<file path="src/rtl/irqc_pkg.sv">
package irqc_pkg;
   localparam int unsigned IRQC_DATA_W = 32;
   localparam int unsigned IRQC_ADDR_W = 8;

   typedef enum logic [1:0] {
      SEL_NONE = 2'd0,
      SEL_ENA  = 2'd1,
      SEL_PEND = 2'd2
   } irqc_sel_e;
endpackage

</file>
<file path="src/rtl/irqc_sync.sv">
module irqc_sync #(
   parameter int unsigned WIDTH  = 16,
   parameter int unsigned STAGES = 2
) (
   input  logic             clk,
   input  logic             rst,
   input  logic [WIDTH-1:0] d_i,
   output logic [WIDTH-1:0] q_o
);
   generate
      if (STAGES < 2) begin : g_bad_stages
         $error("irqc_sync: STAGES must be at least 2");
      end
   endgenerate

   logic [STAGES-1:0][WIDTH-1:0] chain_q;

   always_ff @(posedge clk) begin
      if (rst) chain_q[0] <= '0;
      else     chain_q[0] <= d_i;
   end

   generate
      for (genvar s = 1; s < STAGES; s++) begin : g_stage
         always_ff @(posedge clk) begin
            if (rst) chain_q[s] <= '0;
            else     chain_q[s] <= chain_q[s-1];
         end
      end
   endgenerate

   assign q_o = chain_q[STAGES-1];
endmodule

</file>
<file path="src/rtl/irqc_pending.sv">
module irqc_pending #(
   parameter int unsigned         NUM_SRC   = 16,
   parameter logic [NUM_SRC-1:0]  CONN_MASK = 16'hEEFF
) (
   input  logic               clk,
   input  logic               rst,
   input  logic [NUM_SRC-1:0] src_s_i,
   input  logic               clr_we_i,
   input  logic [NUM_SRC-1:0] clr_data_i,
   output logic [NUM_SRC-1:0] pend_o
);
   logic [NUM_SRC-1:0] pend_q;
   logic [NUM_SRC-1:0] set_vec;
   logic [NUM_SRC-1:0] keep_vec;
   logic [NUM_SRC-1:0] pend_d;

   assign set_vec  = src_s_i & CONN_MASK;
   assign keep_vec = clr_we_i ? clr_data_i : '1;

   generate
      for (genvar i = 0; i < NUM_SRC; i++) begin : g_bit
         if (CONN_MASK[i]) begin : g_conn
            always_comb pend_d[i] = set_vec[i] | (pend_q[i] & keep_vec[i]);
         end else begin : g_open
            always_comb pend_d[i] = 1'b0;
         end
      end
   endgenerate

   always_ff @(posedge clk) begin
      if (rst) pend_q <= '0;
      else     pend_q <= pend_d;
   end

   assign pend_o = pend_q;


   unconnected_zero_chk: assert property (@(posedge clk) disable iff (rst)
      1'b1 |=> ((pend_q & ~CONN_MASK) == '0));


   set_wins_chk: assert property (@(posedge clk) disable iff (rst)
      (|set_vec) |=> ((pend_q & $past(set_vec)) == $past(set_vec)));


   sticky_hold_chk: assert property (@(posedge clk) disable iff (rst)
      !clr_we_i |=> ((pend_q & $past(pend_q)) == $past(pend_q)));
endmodule

</file>
<file path="src/rtl/irqc_regif.sv">
module irqc_regif
   import irqc_pkg::*;
#(
   parameter int unsigned       NUM_SRC  = 16,
   parameter int unsigned       ADDR_W   = IRQC_ADDR_W,
   parameter int unsigned       DATA_W   = IRQC_DATA_W,
   parameter logic [ADDR_W-1:0] ENA_OFS  = 8'hC0,
   parameter logic [ADDR_W-1:0] PEND_OFS = 8'hD0
) (
   input  logic               clk,
   input  logic               rst,
   input  logic [ADDR_W-1:0]  addr_i,
   input  logic               we_i,
   input  logic [DATA_W-1:0]  wdata_i,
   input  logic [NUM_SRC-1:0] pend_i,
   output logic [NUM_SRC-1:0] ena_o,
   output logic               clr_we_o,
   output logic [NUM_SRC-1:0] clr_data_o,
   output logic [DATA_W-1:0]  rdata_o
);
   localparam int unsigned PAD_W = DATA_W - NUM_SRC;

   generate
      if (NUM_SRC >= DATA_W) begin : g_bad_width
         $error("irqc_regif: NUM_SRC must be below DATA_W");
      end
      if (ENA_OFS == PEND_OFS) begin : g_bad_map
         $error("irqc_regif: register offsets must differ");
      end
   endgenerate

   irqc_sel_e          sel;
   logic [NUM_SRC-1:0] ena_q;
   logic [NUM_SRC-1:0] rd_val;
   logic               unused_wdata_hi;

   assign unused_wdata_hi = ^wdata_i[DATA_W-1:NUM_SRC];

   always_comb begin
      if (addr_i == ENA_OFS)       sel = SEL_ENA;
      else if (addr_i == PEND_OFS) sel = SEL_PEND;
      else                         sel = SEL_NONE;
   end

   always_ff @(posedge clk) begin
      if (rst)                          ena_q <= '0;
      else if (we_i && sel == SEL_ENA)  ena_q <= wdata_i[NUM_SRC-1:0];
   end

   assign clr_we_o   = we_i && (sel == SEL_PEND);
   assign clr_data_o = wdata_i[NUM_SRC-1:0];

   always_comb begin
      case (sel)
         SEL_ENA:  rd_val = ena_q;
         SEL_PEND: rd_val = pend_i;
         default:  rd_val = '0;
      endcase
   end

   assign rdata_o = {{PAD_W{1'b0}}, rd_val};
   assign ena_o   = ena_q;


   ena_write_chk: assert property (@(posedge clk) disable iff (rst)
      (we_i && addr_i == ENA_OFS) |=> (ena_q == $past(wdata_i[NUM_SRC-1:0])));


   rdata_upper_zero_chk: assert property (@(posedge clk) disable iff (rst)
      1'b1 |-> (rdata_o[DATA_W-1:NUM_SRC] == '0));
endmodule

</file>
<file path="src/rtl/irq_collector.sv">
module irq_collector
   import irqc_pkg::*;
#(
   parameter int unsigned        NUM_SRC     = 16,
   parameter int unsigned        SYNC_STAGES = 2,
   parameter logic [NUM_SRC-1:0] CONN_MASK   = 16'hEEFF,
   parameter logic [7:0]         ENA_OFS     = 8'hC0,
   parameter logic [7:0]         PEND_OFS    = 8'hD0
) (
   input  logic               clk,
   input  logic               rst,
   input  logic [7:0]         bus_addr_i,
   input  logic               bus_we_i,
   input  logic [31:0]        bus_wdata_i,
   output logic [31:0]        bus_rdata_o,
   input  logic [NUM_SRC-1:0] src_i,
   output logic               irq_n_o
);
   logic [NUM_SRC-1:0] src_s;
   logic [NUM_SRC-1:0] pend;
   logic [NUM_SRC-1:0] ena;
   logic               clr_we;
   logic [NUM_SRC-1:0] clr_data;
   logic               any_active;
   logic               irq_n_q;

   irqc_sync #(.WIDTH(NUM_SRC), .STAGES(SYNC_STAGES)) i_sync (
      .clk (clk),
      .rst (rst),
      .d_i (src_i),
      .q_o (src_s)
   );

   irqc_pending #(.NUM_SRC(NUM_SRC), .CONN_MASK(CONN_MASK)) i_pending (
      .clk        (clk),
      .rst        (rst),
      .src_s_i    (src_s),
      .clr_we_i   (clr_we),
      .clr_data_i (clr_data),
      .pend_o     (pend)
   );

   irqc_regif #(
      .NUM_SRC  (NUM_SRC),
      .ADDR_W   (IRQC_ADDR_W),
      .DATA_W   (IRQC_DATA_W),
      .ENA_OFS  (ENA_OFS),
      .PEND_OFS (PEND_OFS)
   ) i_regif (
      .clk        (clk),
      .rst        (rst),
      .addr_i     (bus_addr_i),
      .we_i       (bus_we_i),
      .wdata_i    (bus_wdata_i),
      .pend_i     (pend),
      .ena_o      (ena),
      .clr_we_o   (clr_we),
      .clr_data_o (clr_data),
      .rdata_o    (bus_rdata_o)
   );

   assign any_active = |(pend & ena);

   always_ff @(posedge clk) begin
      if (rst) irq_n_q <= 1'b1;
      else     irq_n_q <= ~any_active;
   end

   assign irq_n_o = irq_n_q;


   summary_track_chk: assert property (@(posedge clk) disable iff (rst)
      1'b1 |=> (irq_n_q == !$past(any_active)));


   reset_state_chk: assert property (@(posedge clk)
      rst |=> (irq_n_q && pend == '0 && ena == '0 && src_s == '0));
endmodule

</file>
<file path="config.mk">
export PLATFORM = sky130hd
export DESIGN_NAME = irq_collector
export DESIGN_NICKNAME = d
export VERILOG_FILES = /design/src/rtl/irqc_pkg.sv /design/src/rtl/irqc_sync.sv /design/src/rtl/irqc_pending.sv /design/src/rtl/irqc_regif.sv /design/src/rtl/irq_collector.sv
export SDC_FILE = /design/constraint.sdc
export NUM_CORES = 1
export LEC_CHECK = 0
export BUFFER_PORTS_ARGS = -buffer_cell sky130_fd_sc_hd__buf_4
export CORE_MARGIN = 2
export CORE_UTILIZATION = 25
export DETAILED_ROUTE_END_ITERATION = 16
export PLACE_DENSITY = 0.5
export SYNTH_ARGS = -nofsm -noshare
export SYNTH_HDL_FRONTEND = slang
export SYNTH_SLANG_ARGS = --single-unit
</file>
<file path="constraint.sdc">
create_clock -name clk -period 5.4 [get_ports clk]
set_clock_uncertainty 0.2 [all_clocks]
set_input_delay 0.27 -clock clk [delete_from_list [all_inputs] [get_ports clk]]
set_output_delay 0.27 -clock clk [all_outputs]
set_load 0.005 [all_outputs]
</file>
==> results.toml <==
[power_and_ir_drop]
p_leak_uw = 0.001285
power-per-cell-area_mw_per_mm2 = 273.7
power.total_uw = 910.1
ir_drop_v = 0.00009355

[floorplan]
rows = 36
die_w_um = 103.2
die_y_um = 103.2
start_util_pct = 25.41
io_pins = 92
core-area_mm2 = 0.009684
die_area_mm2 = 0.01065

[timing]
max_freq_ghz = 0.3785
maxSlewViolCount = 0
fin_crit_ns = 2.642
hold_viol_final = 0
tns_ns = 0
tightestPinTransition_ns = 0.9120
rsz0062_at_grt = "false"
finalSetupViolCount = 0
max-slew-margin-rel_pct = 38.74
fin_crit_sh_pct = 48.92
fin_ws_ns = 2.758

[worst_setup_path]
arrival_ns = 2.17
required_ns = 4.93
path_max_fanout = 16
worst-setup-path-type = "input pin to output port"
start_kind = "input pin"
crit_path_end_kind = "output port"

[global_route]
overflow = 0
grt_first_pass_wirelength_mm = 8.631
grt_usage_pct = 10.88
grt_max_degree = 76
antenna_found_initial = 0
grt_pass1_vias = 1766

[clock_network]
cts-root-buf = "clkbuf_8"
cts_setup_buffers = 0
ctsResizeCount = 0
cts_tree = "done"
cts_buffers = 9
clockBufferDepth = 2
clock_latency_ns = 0.33
hold_buffers = 17
htreeDepth = 3
clk_pin_slew_ns = 0.06
numClockSinks = 59

[placed_design]
routabilityCongestion = 0.6702
pre_cts_ws_ns = 2.702
placed_area_mm2 = 0.002954
io_buffers = 57
dp_hpwl_mm = 3.606

[synth]
synth_warnings = 0
synth.distinct_cells = 24
synth_seq_cells = 59
syn_inst = 240
yosys-top-cells-area = "dfxtp_1 (48%), nand2b_1 (8.1%), nor2b_1 (7.1%), mux2i_1 (6.5%), a22o_1 (5.3%)"
netlist.top_cell.by_area = "dfxtp_1"
ys_seq_area_share_pct = 47.99
synth_area_per_cell_um2 = 10.25
netlist_area_mm2 = 0.002461
synth_top_area_share_pct = 47.99

[final_layout]
final_cell_mix = "buf_4 (60), dfxtp_1 (59), nand2b_1 (32)"
utilization_pct = 34.34
diodes = 0
final_nets = 374
finish.instance_area_mm2 = 0.003326
final_common_cell = "buf_4"
layout-drive-gt1-share_pct = 24.69
area_delta_synth_final_pct = 35.13
ff_latch_area_mm2 = 0.001181
multi_input_area_mm2 = 0.001152
num-fill-cells = 1002

[drt]
drc = 0
drtAntennaViolNets = 0
via_per_inst = 4.099
drtIter0Drc = 50
dr_total_vias = 1857
wl_mm = 5.385
dr.pass1.iters = 4
wl_per_cell_um = 11.89

[job]
drv_cap = 0

[worst_hold_path]
holdCritPathClass = "input pin to flop"

[outcome]
status = "finished clean"
-- path summary, 6_finish.rpt --
path	slack, ns	startpoint	end	cells after the start
min reg2reg	0.23	i_sync.chain_q[2]	i_sync.q_o[2]	1
max reg2reg	4.06	i_pending.pend_o[11]	irq_n_o	3
min	0.02	bus_wdata_i[2]	i_regif.ena_o[2]	3
max	2.76	bus_addr_i[1]	bus_rdata_o[1]	5
-- Yosys cell counts --
| library cell | number |
|---|---|
| inv_1 | 1 |
| mux2i_1 | 16 |
| nor3b_1 | 14 |
| buf_2 | 3 |
| a22oi_1 | 5 |
| a221oi_1 | 1 |
| nand2b_1 | 32 |
| nand2_1 | 1 |
| and2_1 | 2 |
| a22o_1 | 15 |
| a41o_1 | 1 |
| conb_1 | 1 |
| buf_6 | 1 |
| or4_4 | 1 |
| buf_4 | 16 |
| and3_1 | 1 |
| nor2_1 | 14 |
| a211oi_1 | 14 |
| nor2b_1 | 28 |
| nor4_2 | 2 |
| clkbuf_1 | 9 |
| nor4_4 | 2 |
| nand3_1 | 1 |
| dfxtp_1 | 59 |
-- layout make-up --
class | count | share of cell area [%]
tap | 133 | 5.004
clock inverter | 1 | 0.1505
multi-input combinational | 166 | 34.65
timing repair buffer | 78 | 18.96
sequential | 59 | 35.52
clock buffer | 15 | 5.606
inverter | 1 | 0.1129
-- stage by stage --
stage,hold slack [ns],cells
floorplan,0.1982,255
global placement,0.2184,419
detailed placement,0.2220,419
CTS,0.00007527,452
global route,0.008361,453
finish,0.01686,453
-- power breakdown --
part	internal, uW	total [uW]	switching [uW]
clock	217	377	160
sequential	451	459	7.69
combinational	44.9	74.5	29.6
-- routing by layer --
layer | share of wire [%] | GRT usage [%] | vias to the layer above
met2 | 50 | 18.48 | 49
met4 | 1.1 | 3.644 | 0
li1 | - | - | 945
met1 | 42 | 12.20 | 856
met5 | 0 | 0 | -
met3 | 6.5 | 4.839 | 7
-- worst max-delay path: stages --
cell and delay (ns):
buf_4 0.11, or4_4 0.59, nor4_4 0.78, a22o_1 0.30, buf_4 0.12
-- logic make-up after synthesis --
family	count (synthesis)	share of synthesized area, %
buffers and inverters	30	7.473
AO/OA/AOI/OAI	36	11.90
other	1	0.1524
AND/OR/NAND/NOR	98	25.98
multiplexers	16	6.507
flip-flops	59	47.99
-- sequential cells by signal, summed over array words and instances (netlist names) --
signal / cells
i_regif.ena_o: 16
i_sync.q_o: 14
irq_n_o: 1
i_pending.pend_o: 14
i_sync.chain_q: 14
Power figures use the tool's default switching activity.
